### config.mk
export PLATFORM = sky130hd
export DESIGN_NAME = xbus_area_ctrl
export DESIGN_NICKNAME = d
export VERILOG_FILES = /design/src/rtl/xbus_pkg.sv /design/src/rtl/xbus_area_dec.sv /design/src/rtl/xbus_wait_timer.sv /design/src/rtl/xbus_lane_unit.sv /design/src/rtl/xbus_area_ctrl.sv
export SDC_FILE = /design/constraint.sdc
export NUM_CORES = 1
export LEC_CHECK = 0
export BUFFER_PORTS_ARGS = -buffer_cell sky130_fd_sc_hd__buf_4
export CORE_MARGIN = 3
export CORE_UTILIZATION = 49
export DETAILED_ROUTE_END_ITERATION = 6
export PLACE_DENSITY = 0.79
export RECOVER_POWER = 25
export SYNTH_ARGS = -nofsm -noshare
export SYNTH_HDL_FRONTEND = slang
export SYNTH_SLANG_ARGS = --single-unit
### constraint.sdc
create_clock -name clk -period 2.29 [get_ports clk]
set_input_delay 0.458 -clock clk [delete_from_list [all_inputs] [get_ports clk]]
set_output_delay 0.458 -clock clk [all_outputs]
set_load 0.01 [all_outputs]
### src/rtl/xbus_pkg.sv
package xbus_pkg;

  localparam int BUS_DW = 16;
  localparam int BYTE_W = 8;

  typedef enum logic [2:0] {
    ST_IDLE,
    ST_GAP,
    ST_T1,
    ST_TW,
    ST_T2
  } xb_state_e;

  // Active-high lane enables: bit 1 = upper lane, bit 0 = lower lane.
  function automatic logic [1:0] lane_mask(input logic wide, input logic half,
                                           input logic a0);
    if (!wide)     return 2'b01;
    else if (half) return 2'b11;
    else if (a0)   return 2'b01;
    else           return 2'b10;
  endfunction

  // Write data placement on the bus.
  function automatic logic [BUS_DW-1:0] wr_lanes(input logic wide, input logic half,
                                                 input logic part,
                                                 input logic [BUS_DW-1:0] wd);
    logic [BYTE_W-1:0] b;
    if (wide && half) return wd;
    if (!wide && half) b = part ? wd[BYTE_W-1:0] : wd[BUS_DW-1:BYTE_W];
    else               b = wd[BYTE_W-1:0];
    return {b, b};
  endfunction

  // Read data assembly, big-endian for split halfwords.
  function automatic logic [BUS_DW-1:0] rd_merge(input logic wide, input logic half,
                                                 input logic a0,
                                                 input logic [BYTE_W-1:0] hi,
                                                 input logic [BUS_DW-1:0] din);
    if (wide && half) return din;
    if (!wide && half) return {hi, din[BYTE_W-1:0]};
    if (wide && !a0) return {{BYTE_W{1'b0}}, din[BUS_DW-1:BYTE_W]};
    return {{BYTE_W{1'b0}}, din[BYTE_W-1:0]};
  endfunction

endpackage

### src/rtl/xbus_area_dec.sv
module xbus_area_dec #(
  parameter int ADDR_W = 24,
  parameter int N_AREA = 4,
  parameter int WAIT_W = 2,
  parameter int AREA_W = (N_AREA > 1) ? $clog2(N_AREA) : 1
) (
  input  logic [ADDR_W-1:0]        addr,
  input  logic [N_AREA*WAIT_W-1:0] cfg_wait,
  input  logic [N_AREA-1:0]        cfg_wide,
  output logic [AREA_W-1:0]        area,
  output logic [N_AREA-1:0]        sel,
  output logic [WAIT_W-1:0]        wait_prog,
  output logic                     wide
);

  assign area = addr[ADDR_W-1 -: AREA_W];

  for (genvar g = 0; g < N_AREA; g++) begin : g_sel
    assign sel[g] = (area == AREA_W'(g));
  end

  assign wait_prog = cfg_wait[area*WAIT_W +: WAIT_W];
  assign wide      = cfg_wide[area];

endmodule

### src/rtl/xbus_wait_timer.sv
module xbus_wait_timer #(
  parameter int WAIT_W = 2
) (
  input  logic              clk,
  input  logic              rst_n,
  input  logic              in_t1,
  input  logic              in_tw,
  input  logic [WAIT_W-1:0] prog,
  input  logic              wait_n,
  output logic              smp,
  output logic              go_t2
);

  localparam logic [WAIT_W-1:0] ONE  = WAIT_W'(1);
  localparam logic [WAIT_W-1:0] ZERO = '0;

  logic [WAIT_W-1:0] cnt;

  always_ff @(posedge clk) begin
    if (!rst_n)                  cnt <= ZERO;
    else if (in_t1)              cnt <= prog;
    else if (in_tw && cnt > ONE) cnt <= cnt - ONE;
  end

  // Sample point: end of setup when no waits, else end of last programmed wait.
  assign smp   = (in_t1 && prog == ZERO) || (in_tw && cnt <= ONE);
  assign go_t2 = smp && wait_n;

  AST_WAIT_WINDOW: assert property (@(posedge clk) disable iff (!rst_n)
    in_tw && !smp |=> in_tw);
  AST_WAIT_EXTEND: assert property (@(posedge clk) disable iff (!rst_n)
    smp && !wait_n |=> in_tw);

endmodule

### src/rtl/xbus_lane_unit.sv
module xbus_lane_unit
  import xbus_pkg::*;
(
  input  logic              clk,
  input  logic              rst_n,
  input  logic              cap,
  input  logic              final_part,
  input  logic              wide,
  input  logic              half,
  input  logic              a0,
  input  logic              part,
  input  logic [BUS_DW-1:0] din,
  input  logic [BUS_DW-1:0] wd,
  output logic [BUS_DW-1:0] dout,
  output logic [1:0]        lanes,
  output logic [BUS_DW-1:0] rdata
);

  logic [BYTE_W-1:0] hi_q;

  always_ff @(posedge clk) begin
    if (!rst_n) begin
      hi_q  <= '0;
      rdata <= '0;
    end else if (cap) begin
      if (!final_part) hi_q <= din[BYTE_W-1:0];
      else             rdata <= rd_merge(wide, half, a0, hi_q, din);
    end
  end

  assign dout  = wr_lanes(wide, half, part, wd);
  assign lanes = lane_mask(wide, half, a0);

endmodule

### src/rtl/xbus_area_ctrl.sv
module xbus_area_ctrl
  import xbus_pkg::*;
#(
  parameter int ADDR_W = 24,
  parameter int N_AREA = 4,
  parameter int WAIT_W = 2
) (
  input  logic                     clk,
  input  logic                     rst_n,
  input  logic [N_AREA*WAIT_W-1:0] cfg_wait,
  input  logic [N_AREA-1:0]        cfg_wide,
  input  logic                     req_valid,
  output logic                     req_ready,
  input  logic [ADDR_W-1:0]        req_addr,
  input  logic                     req_write,
  input  logic                     req_half,
  input  logic [15:0]              req_wdata,
  output logic                     rsp_done,
  output logic [15:0]              rsp_rdata,
  output logic [ADDR_W-1:0]        bus_addr,
  output logic [N_AREA-1:0]        bus_cs_n,
  output logic                     bus_rd_n,
  output logic [1:0]               bus_we_n,
  output logic [15:0]              bus_dout,
  output logic                     bus_oe,
  input  logic [15:0]              bus_din,
  input  logic                     bus_wait_n
);

  localparam int AREA_W = (N_AREA > 1) ? $clog2(N_AREA) : 1;

  xb_state_e          st;
  logic [ADDR_W-1:0]  r_addr;
  logic               r_wr;
  logic               r_half;
  logic [BUS_DW-1:0]  r_wd;
  logic               part;
  logic               done_q;

  logic [AREA_W-1:0]  cur_area;
  logic [N_AREA-1:0]  cur_sel;
  logic [WAIT_W-1:0]  cur_wait;
  logic               cur_wide;
  logic [AREA_W-1:0]  req_area;

  // Named internal events
  logic in_t1, in_tw, in_t2, acc_active, strobe_on;
  logic split, final_part, accept, rd_end, need_gap;
  logic wait_smp, go_t2;
  logic [1:0] lanes;

  xbus_area_dec #(
    .ADDR_W(ADDR_W), .N_AREA(N_AREA), .WAIT_W(WAIT_W), .AREA_W(AREA_W)
  ) u_dec (
    .addr(r_addr), .cfg_wait(cfg_wait), .cfg_wide(cfg_wide),
    .area(cur_area), .sel(cur_sel), .wait_prog(cur_wait), .wide(cur_wide)
  );

  assign req_area   = req_addr[ADDR_W-1 -: AREA_W];
  assign in_t1      = (st == ST_T1);
  assign in_tw      = (st == ST_TW);
  assign in_t2      = (st == ST_T2);
  assign acc_active = in_t1 || in_tw || in_t2;
  assign strobe_on  = in_tw || in_t2;
  assign split      = r_half && !cur_wide;
  assign final_part = !split || part;
  assign req_ready  = (st == ST_IDLE) || (in_t2 && final_part);
  assign accept     = req_valid && req_ready;
  assign rd_end     = in_t2 && final_part && !r_wr;
  assign need_gap   = rd_end && (req_write || (req_area != cur_area));

  xbus_wait_timer #(.WAIT_W(WAIT_W)) u_wait (
    .clk(clk), .rst_n(rst_n), .in_t1(in_t1), .in_tw(in_tw),
    .prog(cur_wait), .wait_n(bus_wait_n), .smp(wait_smp), .go_t2(go_t2)
  );

  always_ff @(posedge clk) begin
    if (!rst_n) begin
      st     <= ST_IDLE;
      r_addr <= '0;
      r_wr   <= 1'b0;
      r_half <= 1'b0;
      r_wd   <= '0;
      part   <= 1'b0;
      done_q <= 1'b0;
    end else begin
      done_q <= in_t2 && final_part;
      case (st)
        ST_IDLE: if (accept) st <= ST_T1;
        ST_GAP:  st <= ST_T1;
        ST_T1:   st <= go_t2 ? ST_T2 : ST_TW;
        ST_TW:   if (go_t2) st <= ST_T2;
        ST_T2: begin
          if (!final_part) begin
            part <= 1'b1;
            st   <= ST_T1;
          end else if (accept) begin
            st <= need_gap ? ST_GAP : ST_T1;
          end else begin
            st <= ST_IDLE;
          end
        end
        default: st <= ST_IDLE;
      endcase
      if (accept) begin
        r_addr <= req_addr;
        r_wr   <= req_write;
        r_half <= req_half;
        r_wd   <= req_wdata;
        part   <= 1'b0;
      end
    end
  end

  xbus_lane_unit u_lane (
    .clk(clk), .rst_n(rst_n), .cap(in_t2 && !r_wr), .final_part(final_part),
    .wide(cur_wide), .half(r_half), .a0(r_addr[0]), .part(part),
    .din(bus_din), .wd(r_wd), .dout(bus_dout), .lanes(lanes), .rdata(rsp_rdata)
  );

  assign rsp_done = done_q;
  assign bus_addr = {r_addr[ADDR_W-1:1], r_half ? part : r_addr[0]};
  assign bus_cs_n = acc_active ? ~cur_sel : '1;
  assign bus_rd_n = !(strobe_on && !r_wr);
  assign bus_we_n = ~(lanes & {2{strobe_on && r_wr}});
  assign bus_oe   = acc_active && r_wr;

  AST_ONE_SELECT: assert property (@(posedge clk) disable iff (!rst_n)
    $countones(~bus_cs_n) <= 1);
  AST_HOLD_STEADY: assert property (@(posedge clk) disable iff (!rst_n)
    strobe_on |-> $stable(bus_cs_n) && $stable(bus_addr));
  AST_FIRST_QUIET: assert property (@(posedge clk) disable iff (!rst_n)
    in_t1 |-> bus_rd_n && (bus_we_n == 2'b11));
  AST_SPLIT_EVEN: assert property (@(posedge clk) disable iff (!rst_n)
    in_t1 && split && !part |-> !bus_addr[0]);
  AST_READ_TURN: assert property (@(posedge clk) disable iff (!rst_n)
    accept && need_gap |=> (bus_cs_n == '1));
  AST_DONE_ONCE: assert property (@(posedge clk) disable iff (!rst_n)
    rsp_done |=> !rsp_done);

endmodule

== Yosys cells after proc, flatten, opt, wreduce, memory -nomap -nowiden ==
Index checks and enable logic that the tools add are counted.
Operators by class
  bitwise gates (word level): 5
  equal/unequal tests: 10
  add/sub/neg operators: 1
  muxes and demuxes: 41
  reduce and logical (&&, ||, !) cells: 36
  shift operators: 1
  order comparisons: 3
Operator list (count)
  $mux W16: 8
  $mux W1: 17
  $mux W2: 8
  $mux W8: 2
  $logic_and A1 B1 Y1: 15
  $pmux W3 S5: 1
  $mux W3: 3
  $reduce_and A2 Y1: 4
  $shiftx A8 B4 Y2: 1
  $logic_or A1 B1 Y1: 7
  $eq A3 B2 Y1 const B: 2
  $logic_not A1 Y1: 5
  $eq A2 B2 Y1 const B: 2
  $logic_not A2 Y1: 2
  $mux W4: 1
  $not A4 Y4: 1
  $eq A3 B1 Y1 const B: 1
  $eq A3 B3 Y1 const B: 1
  $logic_not A3 Y1: 1
  $lt A2 B3 Y1 const B: 1
  $and A2 B2 Y2: 1
  $bmux W1 S2: 1
  $eq A2 B1 Y1 const B: 1
  $gt A2 B1 Y1 const B: 1
  9 further kinds: 10
Storage, ports and cells
  flip-flop bits (word level): 73
  output and inout bits: 66

== Longest topological paths before layout ==
Gate-level depths: netlist of the first run.
  word-level depth: 21
  gate-level depth with buffers: 7
  gate-level depth less buffers: 6

== Hierarchy ==
A second synthesis of the first run with hierarchy kept.
Second synthesis, totals
  cell total of the unflattened synthesis: 418
  area total of the unflattened synthesis: 3816.2 µm²
By module, submodules not included
  xbus_area_ctrl: times used 1, cells each 262, sequential area each 940.9 µm², area each 2304.7 µm²
  xbus_lane_unit: times used 1, cells each 130, sequential area each 480.5 µm², area each 1258.7 µm²
  xbus_wait_timer: times used 1, cells each 16, sequential area each 40.0 µm², area each 135.1 µm²
  xbus_area_dec: times used 1, cells each 10, sequential area each 0.0 µm², area each 117.6 µm²

== Worst setup path before layout of the first run ==
OpenSTA, ideal clock, no wires.
  path kind: flip-flop to output port
  from: register r_addr[22]
  to: output bus_dout[10]
  path slack: 0.004 ns
  cell stages (with the launch flop): 5
  arrival: 1.828 ns
  cell sequence: dfxtp_1 clkbuf_1 mux4_2 o21ai_2 mux2_2
Between the ends
  longest elaborated chain between the ends: 6
  elaborated cells on any way between the ends: 8
  classes of those cells: 5 x mux; 3 x reduce/logical
RTL lines
  start, declared: RTL line xbus_area_ctrl.sv:33  | logic [ADDR_W-1:0] r_addr;
  start signal, assigned: RTL line xbus_area_ctrl.sv:106  | r_addr <= req_addr;
  $bmux W1 S2 (*): RTL line xbus_area_dec.sv:23  | assign wide = cfg_wide[area];
  $mux W1 (implied by the code) (*): RTL line xbus_area_dec.sv:23
  $logic_not A1 Y1: RTL line xbus_pkg.sv:29  | if (!wide && half) b = part ? wd[BYTE_W-1:0] : wd[BUS_DW-1:BYTE_W];
  $logic_and A1 B1 Y1: RTL line xbus_pkg.sv:29
  $mux W8: RTL line xbus_pkg.sv:29
  $mux W16 (*): RTL line xbus_pkg.sv:29
  end, declared: RTL line xbus_area_ctrl.sv:24  | output logic [15:0] bus_dout,
Mark *: on every way between the ends. The rest lies on a longest branch, timed or not. The select of a mux whose other input is x is not followed.

== Final worst setup path of the first run ==
  from: register r_addr[22]
  to: output bus_dout[12]
Same word-level chain as after synthesis.

==> metrics.txt, run 1 <==
status complete, but fails checks; failing checks negative setup slack; slew at the pin closest to its max-slew limit 0.552 ns; Max IR drop VDD 423 uV; syn avg cell area 8.57 sq um; Crit-path slowest cell mux4_2; largest net degree at the start of global routing 43; WL per Instance 15.1 um; clk_lat worst skew 0.35 ns; fraction of registers with async set/reset 0; initial antenna violation count 0; drc violations 0; CTS max path bufs 2; Tcrit/Tclk final 1.07; Top Ports 140; Leakage 0.00220 uW; clock skew 0.0148 ns; CTS tree done; worst slew margin relative to its limit 0.631; YS warnings 0; fmax 410 MHz; clock-pin slew on the worst setup and hold paths 0.09 ns; Yosys reg bits 73; Die Width 91.7 um; clock network power share 0.329; NetSw 932 uW; first-pass GRT wire length 15900 um; share of cells above drive strength 1 0.304; Mapped Nets 495; Synth Flop Type dfxtp_1; CTS Root Cell clkbuf_8; Reg power frac 0.436; number of synthesized flops with an enable pin 0; Antenna Cells 0; area post-placement 4760 sq um; hpwl dp 7200 um; Port Buffers 139; die span in y 91.7 um; Final WS setup -0.150 ns; remaining global-route overflow 0; Total Routing Usage GR 0.234; Buf/Inv on CP 2; post-route cell area 4990 sq um; Multi-input gate area 2020 sq um; Worst setup SP type flip-flop; cts bufs inserted 9; Layout Nets 635; initial drt markers 129; total core area 6940 sq um; clock sink total 73; Critical Path AT 1.98 ns; die area 8410 sq um; Pint 2300 uW; Hold Vio Cnt, Final 0; vias in the first global route 3343; Area growth, synth to finish 38.7%; Logic pwr share 0.235; crit path capture type output port; starting density of the core 0.518; max-slew violation count 0; first drt pass iteration count 4; unrepaired setup endpoints after global routing true; synth unique cells 43; HP Class in -> reg; switching share of power 0.288; final core utilization 0.719; H-tree depth 3; critical path's largest stage delay 0.52 ns; via/cell ratio 5.25; Register Area 1470 sq um; register area share after synthesis 0.406; DR vias 3470; kind of cell with the highest combined delay on the critical path multiplexers; Routed WL 9990 um; kind of critical path reg -> out; Synth Cell Area 3600 sq um; Hold Buf Count CTS 0; crit-path cells mux4_2 -> o21ai_2 -> buf_12 -> mux2_4 -> buf_6; Layout fillers 565; Worst Path Required 1.83 ns; Crit Path Max Fanout 8; final RePlAce weighted congestion 0.811; final setup fails 8; cells after synthesis 420; DRT antenna net count 0; fin crit period 2.44 ns; row count 30; P per Cell Area 648 nW/um^2; max cap viols 0
-- tightest hold or removal path: stages --
cell     delay [ns]
buf_4          0.10
nand2_1        0.05
mux2i_1        0.06
-- cell type report --
class,instances,area share
Clock buffer,11,0.0303
Clock inverter,5,0.0125
Inverter,3,0.00226
Multi-Input combinational cell,312,0.404
Sequential cell,73,0.294
Tap cell,96,0.0241
Timing Repair Buffer,161,0.233
-- power by group through the flow --
stage                     clock, uW  sequential (uW)  combinational, uW
after floorplan                   0             1430                421
after global placement            0             1430                726
after detailed placement          0             1440                742
after CTS                      1090             1410                778
after global routing           1140             1420                821
final                          1070             1410                759
-- final timing paths --
kind	end	slack (ns)	start	cells after the start
setup / recovery	bus_dout[12]	-0.15	r_addr[22]	5
hold / removal	r_addr[14]	0.35	req_addr[14]	3
setup reg to reg	u_lane.rdata[3]	0.42	st[0]	5
hold reg to reg	r_addr[9]	0.46	r_addr[9]	2
-- registers in the layout, indices dropped and copies added (netlist names) --
signal,cells
r_wr,1
r_addr,24
part,1
r_wd,16
u_wait.cnt,2
u_lane.hi_q,8
st,3
r_half,1
u_lane.rdata,16
rsp_done,1
-- cells in the final DEF, fill, tap and decap left out, drive strengths merged, types with 3 or more instances in the layout --
cell	count
nand3	13
buf	131
nor3	3
mux2	8
nand2b	4
and2	3
nor2	9
o21ai	23
mux2i	66
nor3b	3
inv	4
dfxtp	73
a21oi	20
clkbuf	41
nand2	127
o22ai	8
-- per-layer routing --
metal	vias to the layer above	part of all wire	global-route usage
met1	1601	0.42	0.282
li1	1713	-	-
met2	136	0.48	0.383
met4	0	0.026	0.0928
met5	-	0	0
met3	20	0.072	0.0804
-- cells by family after synthesis --
logic type | synth area share
XOR/XNOR | 0.00487
AO/OA/AOI/OAI | 0.104
adder cells (fa/ha/maj) | 0.00348
multiplexers | 0.215
AND/OR/NAND/NOR | 0.211
buffers and inverters | 0.0560
flip-flops | 0.406
-- timing repair --
item	4_1_cts	5_1_grt
resized for setup	25	3
pin swaps	2	1
setup endpoints to repair	20	19
buffers inserted	2	1
-- metrics by stage --
step	setup WS, ns	power, uW	setup TNS (ns)	hold WS [ns]	instances
2_1_floorplan	0.00447	1850	0	0.445	420
3_3_place_gp	-0.00119	2160	-0.00189	0.443	642
3_5_place_dp	-0.0200	2180	-0.111	0.448	642
4_1_cts	-0.178	3280	-1.53	0.336	660
5_1_grt	-0.200	3380	-2.21	0.343	661
6_report	-0.150	3230	-1.07	0.353	661
-- Yosys cell counts (4+ instances only) --
library cell  number  area (sq um)
nand2_1          127           477
dfxtp_1           73          1460
mux2i_1           66           661
o21ai_0           19          95.1
a21oi_1           17          85.1
clkbuf_1          15          56.3
nand3_1           12          60.1
nor2_1             9          33.8
mux2_2             8          90.1
o22ai_1            8          50.1
buf_6              7          78.8
buf_2              5          25.0
nand2b_1           4          25.0
Power figures use the tool's default switching activity.
==> run 2: changes to the inputs <==
--- a/config.mk
+++ b/config.mk
@@ -5,11 +5,11 @@
 export SDC_FILE = /design/constraint.sdc
 export NUM_CORES = 1
 export LEC_CHECK = 0
-export BUFFER_PORTS_ARGS = -buffer_cell sky130_fd_sc_hd__buf_4
 export CORE_MARGIN = 3
-export CORE_UTILIZATION = 49
+export CORE_UTILIZATION = 63
 export DETAILED_ROUTE_END_ITERATION = 6
-export PLACE_DENSITY = 0.79
+export DONT_BUFFER_PORTS = 1
+export PLACE_DENSITY = 0.78
 export RECOVER_POWER = 25
 export SYNTH_ARGS = -nofsm -noshare
 export SYNTH_HDL_FRONTEND = slang
==> run 2 against run 1 <==
  * The flow still finishes with violations (negative setup slack)
  * Clock power hardly changed
  * Final area is 21% lower
  * Wire length is 15% lower
  * Sequential power hardly changed
  * Clock skew hardly changed
  * Clock-buffer cell count stayed put
  * Die area is 21% lower
  * Sequential share of layout area is 7.7 points higher
  * Critical endpoint is now bus_dout[15]
==> metrics.txt, run 2 (synthesis results as in run 1) <==
DRT antenna net count 0 (unchanged); unrepaired setup endpoints after global routing true; Port Buffers 0 (-100%); starting density of the core 0.679 (+0.160); CTS tree done; P per Cell Area 756 nW/um^2 (+17%); Largest Register r_addr; via/cell ratio 5.96 (+13%); Total Routing Usage GR 0.251 (+0.0172); Worst setup SP type flip-flop; first drt pass iteration count 4 (unchanged); CTS Root Cell clkbuf_8; drc violations 0 (unchanged); cts bufs inserted 9 (unchanged); Critical Path AT 1.90 ns (-0.08 ns); H-tree depth 3 (unchanged); Top Ports 140 (unchanged); Pwr Total 2990 uW (-7.5%); Leakage 0.00161 uW (-27%); die span in y 81.6 um (-11%); share of cells above drive strength 1 0.144 (-0.160); Post-Place Setup Slack 0.163 ns (+0.183 ns); failing checks negative setup slack; fmax 423 MHz (+3.3%); Layout Nets 493 (-22%); commonest cells after routing, fill and taps aside 125 x nand2_1, 71 x dfxtp_1, 65 x mux2i_1; HP Class in -> reg; remaining global-route overflow 0 (unchanged); kind of critical path reg -> out; Antenna Cells 0 (unchanged); final setup fails 8 (unchanged); clock sink total 73 (unchanged); initial antenna violation count 0 (unchanged); Max IR drop VDD 426 uV (+0.82%); vias in the first global route 2933 (-12%); WL per Instance 17.3 um (+15%); status complete, but fails checks; max cap viols 0 (unchanged); clock-pin slew on the worst setup and hold paths 0.09 ns (about the same); max reg flops 24 (unchanged); top flop regs r_addr (24), r_wd (16), u_lane.rdata (16); Worst Path Required 1.83 ns (about the same); Hold Buf Count CTS 0 (unchanged); hold_ws 0.252 ns (-0.101 ns); row count 26 (-13%); CTS max path bufs 2 (unchanged); fin crit period 2.36 ns (-0.0776 ns); worst slew margin relative to its limit 0.593 (-0.0373); Die Width 81.6 um (-11%); most common cell after layout, fill and taps aside nand2_1; max-slew violation count 0 (unchanged); worst reg-to-reg path cell count 6 (+1); WHS Path Cells 2 (-1); initial drt markers 136 (+5.4%); slew at the pin closest to its max-slew limit 0.608 ns (+0.0558 ns); total core area 5300 sq um (-24%); Final WS setup -0.0720 ns (+0.0776 ns); DR vias 2937 (-15%); largest net degree at the start of global routing 108 (+150%); hpwl dp 5840 um (-19%); Routed WL 8530 um (-15%); Hold Vio Cnt, Final 0 (unchanged); clk_lat worst skew 0.34 ns (about the same); die area 6660 sq um (-21%); first-pass GRT wire length 12900 um (-19%); crit path capture type output port; Tcrit/Tclk final 1.03 (-0.0339); Area growth, synth to finish 9.87%; Crit Path Max Fanout 8 (unchanged); final RePlAce weighted congestion 0.808 (-0.28%); clock skew 0.0152 ns (+0.000375 ns)
[run 2: metrics by stage]
step	cell area, sq um	cells	setup TNS [ns]	util
2_1_floorplan	3600	420	0	-
6_report	3960	493	-0.561	0.746
3_5_place_dp	3660	475	0	0.690
3_3_place_gp	3660	475	0	0.690
4_1_cts	3900	492	-0.654	0.736
5_1_grt	3960	493	-1.44	0.746
[run 2: final cells by class]
type / count / area (sq um)
Clock buffer: 11 / 151
Clock inverter: 5 / 61.3
Fill cell: 393 / 1350
Inverter: 3 / 11.3
Multi-Input combinational cell: 312 / 2010
Sequential cell: 73 / 1470
Tap cell: 70 / 87.6
Timing Repair Buffer: 19 / 171
[run 2: final timing paths]
path	startpoint	to	slack [ns]
setup / recovery	r_addr[22]	bus_dout[15]	-0.07
hold / removal	req_wdata[13]	r_wd[13]	0.25
setup reg to reg	part	r_addr[3]	0.19
hold reg to reg	r_addr[0]	r_addr[0]	0.48
[run 2: where the power goes]
part	switching, uW	leakage (uW)	internal [uW]	total [uW]
Sequential	87.9	0.000596	1350	1440
Clock	486	0.000110	571	1060
Combinational	268	0.000902	231	499
Total	841	0.00161	2150	2990
[run 2: per-layer routing]
layer	vias up	track usage	routed length, um
met1	1384	0.278	3430
li1	1424	-	-
met3	9	0.0757	803
met4	0	0.0914	80
met5	-	0	0
met2	120	0.454	4220
[run 2: repair_timing]
item                       CTS  global route
buffers inserted             1             1
cloned                       0             0
pin swaps                    0             1
setup endpoints to repair   17            19
resized for setup            7            13
[run 2: critical path, stage by stage, from the launching register on]
cell	delay, ns
dfxtp_4	0.39
mux4_2	0.53
o21ai_2	0.14
buf_6	0.18
mux2_4	0.33
==> run 3: changes to the inputs <==
--- a/config.mk
+++ b/config.mk
@@ -9,7 +9,7 @@
 export CORE_UTILIZATION = 63
 export DETAILED_ROUTE_END_ITERATION = 6
 export DONT_BUFFER_PORTS = 1
-export PLACE_DENSITY = 0.78
+export PLACE_DENSITY = 0.79
 export RECOVER_POWER = 25
 export SYNTH_ARGS = -nofsm -noshare
 export SYNTH_HDL_FRONTEND = slang
==> run 3 against run 2 <==
  * The flow still finishes with violations (negative setup slack)
  * Critical endpoint is now bus_dout[9]
  * Die area did not move
  * Via count down 0.72%
  * Largest cell class unchanged
  * Hold slack gained 0.00068 ns
  * Utilization down 0.14 points
  * Power up 4.1%
  * Cell count fell by 0.61%
  * Final area down 0.19%
  * Setup slack got worse by 0.018 ns
  * Wire length shrank 1.9%
  * Critical path depth unchanged
  * Non-clock buffer count shrank 3
  * Sequential share of layout area increased by 0.10 points
==> metrics.txt, run 3 (synthesis results as in run 1) <==
status complete, but fails checks; failing checks negative setup slack; kind of critical path reg -> out; Top Ports 140 (unchanged); Area growth, synth to finish 9.66%; largest net degree at the start of global routing 108 (unchanged); Final WS setup -0.0897 ns (-0.0176 ns); r2r endpoint u_lane.rdata[2]; CTS tree done; Worst Path Required 1.83 ns (about the same); vias in the first global route 2720 (-7.3%); clk_lat worst skew 0.34 ns (about the same); hpwl dp 5910 um (+1.1%); initial drt markers 138 (+1.5%); Hold Vio Cnt, Final 0 (unchanged); fin crit period 2.38 ns (+0.0176 ns); commonest cells after routing, fill and taps aside 127 x nand2_1, 70 x dfxtp_1, 66 x mux2i_1; initial antenna violation count 0 (unchanged); starting density of the core 0.679 (unchanged); die area 6660 sq um (unchanged); DR vias 2916 (-0.72%); share of cells above drive strength 1 0.126 (-0.0180); Total Routing Usage GR 0.248 (-0.00382); R2R Setup Slk 0.41 ns (+0.22 ns); Die Width 81.6 um (unchanged); via/cell ratio 5.95 (-0.11%); reg2reg start r_wr; worst setup path start r_addr[22]; cts bufs inserted 9 (unchanged); Crit Path Max Fanout 8 (unchanged); Routed WL 8370 um (-1.9%); DRT antenna net count 0 (unchanged); most common cell after layout, fill and taps aside nand2_1; Layout fillers 386 (-1.8%); die span in y 81.6 um (unchanged); fmax 420 MHz (-0.74%); Layout Nets 490 (-0.61%); crit path capture type output port; setup repair bufs after CTS 0 (-1); Antenna Cells 0 (unchanged); area post-placement 3670 sq um (+0.14%); drc violations 0 (unchanged); WL per Instance 17.1 um (-1.3%); Port Buffers 0 (unchanged); max cap viols 0 (unchanged); unrepaired setup endpoints after global routing true; hold_ws 0.253 ns (+0.000684 ns); final setup fails 8 (unchanged); clock skew 0.00721 ns (-0.00798 ns); post-route cell area 3950 sq um (-0.19%); Critical Path AT 1.92 ns (+0.02 ns); first drt pass iteration count 4 (unchanged); worst reg-to-reg path cell count 5 (-1); first-pass GRT wire length 12700 um (-1.9%); final core utilization 0.744 (-0.00142); Leakage 0.00160 uW (-0.80%); Largest Register r_addr; max-slew violation count 0 (unchanged); Hold Buf Count CTS 0 (unchanged); remaining global-route overflow 0 (unchanged); top flop regs r_addr (24), r_wd (16), u_lane.rdata (16); max reg flops 24 (unchanged); slew at the pin closest to its max-slew limit 0.585 ns (-0.0230 ns); clock-pin slew on the worst setup and hold paths 0.08 ns (about the same); H-tree depth 3 (unchanged); Max IR drop VDD 461 uV (+8.2%); Post-Place Setup Slack 0.0513 ns (-0.112 ns); total core area 5300 sq um (unchanged); worst slew margin relative to its limit 0.609 (+0.0154); row count 26 (unchanged); final RePlAce weighted congestion 0.837 (+3.5%); CTS max path bufs 2 (unchanged); P per Cell Area 789 nW/um^2 (+4.3%); clock sink total 73 (unchanged); CTS Root Cell clkbuf_8; Tcrit/Tclk final 1.04 (+0.00770); Worst setup SP type flip-flop; Worst setup endpoint bus_dout[9]; HP Class in -> reg
## run 3: cell count changes in the layout (fill, tap and decap cells not counted), sizes merged
| cell | change |
|---|---|
| buf | -3 |
| bufinv | +2 |
| inv | -2 |
## run 3: critical path, stage by stage, from the launching register on
cell and delay [ns]:
dfxtp_4 0.40, mux4_2 0.53, o21ai_2 0.14, buf_6 0.18
mux2_4 0.34
## run 3: how the worst min path moves through the flow
stage	startpoint	end	depth (start not counted)
floorplan	r_wd[0]	r_wd[0]	2
global placement	r_wd[12]	r_wd[12]	2
detailed placement	u_lane.hi_q[7]	u_lane.hi_q[7]	2
CTS	req_addr[23]	r_addr[23]	2
global route	req_wdata[4]	r_wd[4]	2
finish	req_addr[23]	r_addr[23]	2
## run 3: repair_timing
action | 4_1_cts | 5_1_grt
resized for setup | 14 | 1
hold endpoints to repair | 0 | 0
endpoints found under the setup margin | 19 | 17
## run 3: final cells by class
cell class	count	area, sq um	area share
clock buffer	11	131	0.0333
clock inverter	5	104	0.0263
inverter	3	11.3	0.00285
multi-input combinational	312	1980	0.503
sequential	73	1470	0.372
tap	70	87.6	0.0222
timing repair buffer	16	161	0.0409
## run 3: stage by stage
step                setup TNS, ns  cells  power, uW
floorplan                       0    420       1850
global placement                0    474       1920
detailed placement              0    474       1930
CTS                        -0.794    490       3130
global route                -1.58    490       3240
finish                     -0.687    490       3110
## run 3: per-layer routing
layer,up-vias,track usage,wire [um]
met5,-,0,0
met4,0,0.0897,143
met3,15,0.0735,803
met2,131,0.405,4020
met1,1345,0.310,3410
li1,1425,-,-
## run 3: report_power, final
group | internal (uW) | switching, uW | total (uW) | leakage (uW)
clock | 725 | 465 | 1190 | 0.000118
combinational | 226 | 261 | 488 | 0.000882
sequential | 1350 | 87.7 | 1440 | 0.000597
total | 2300 | 814 | 3110 | 0.00160
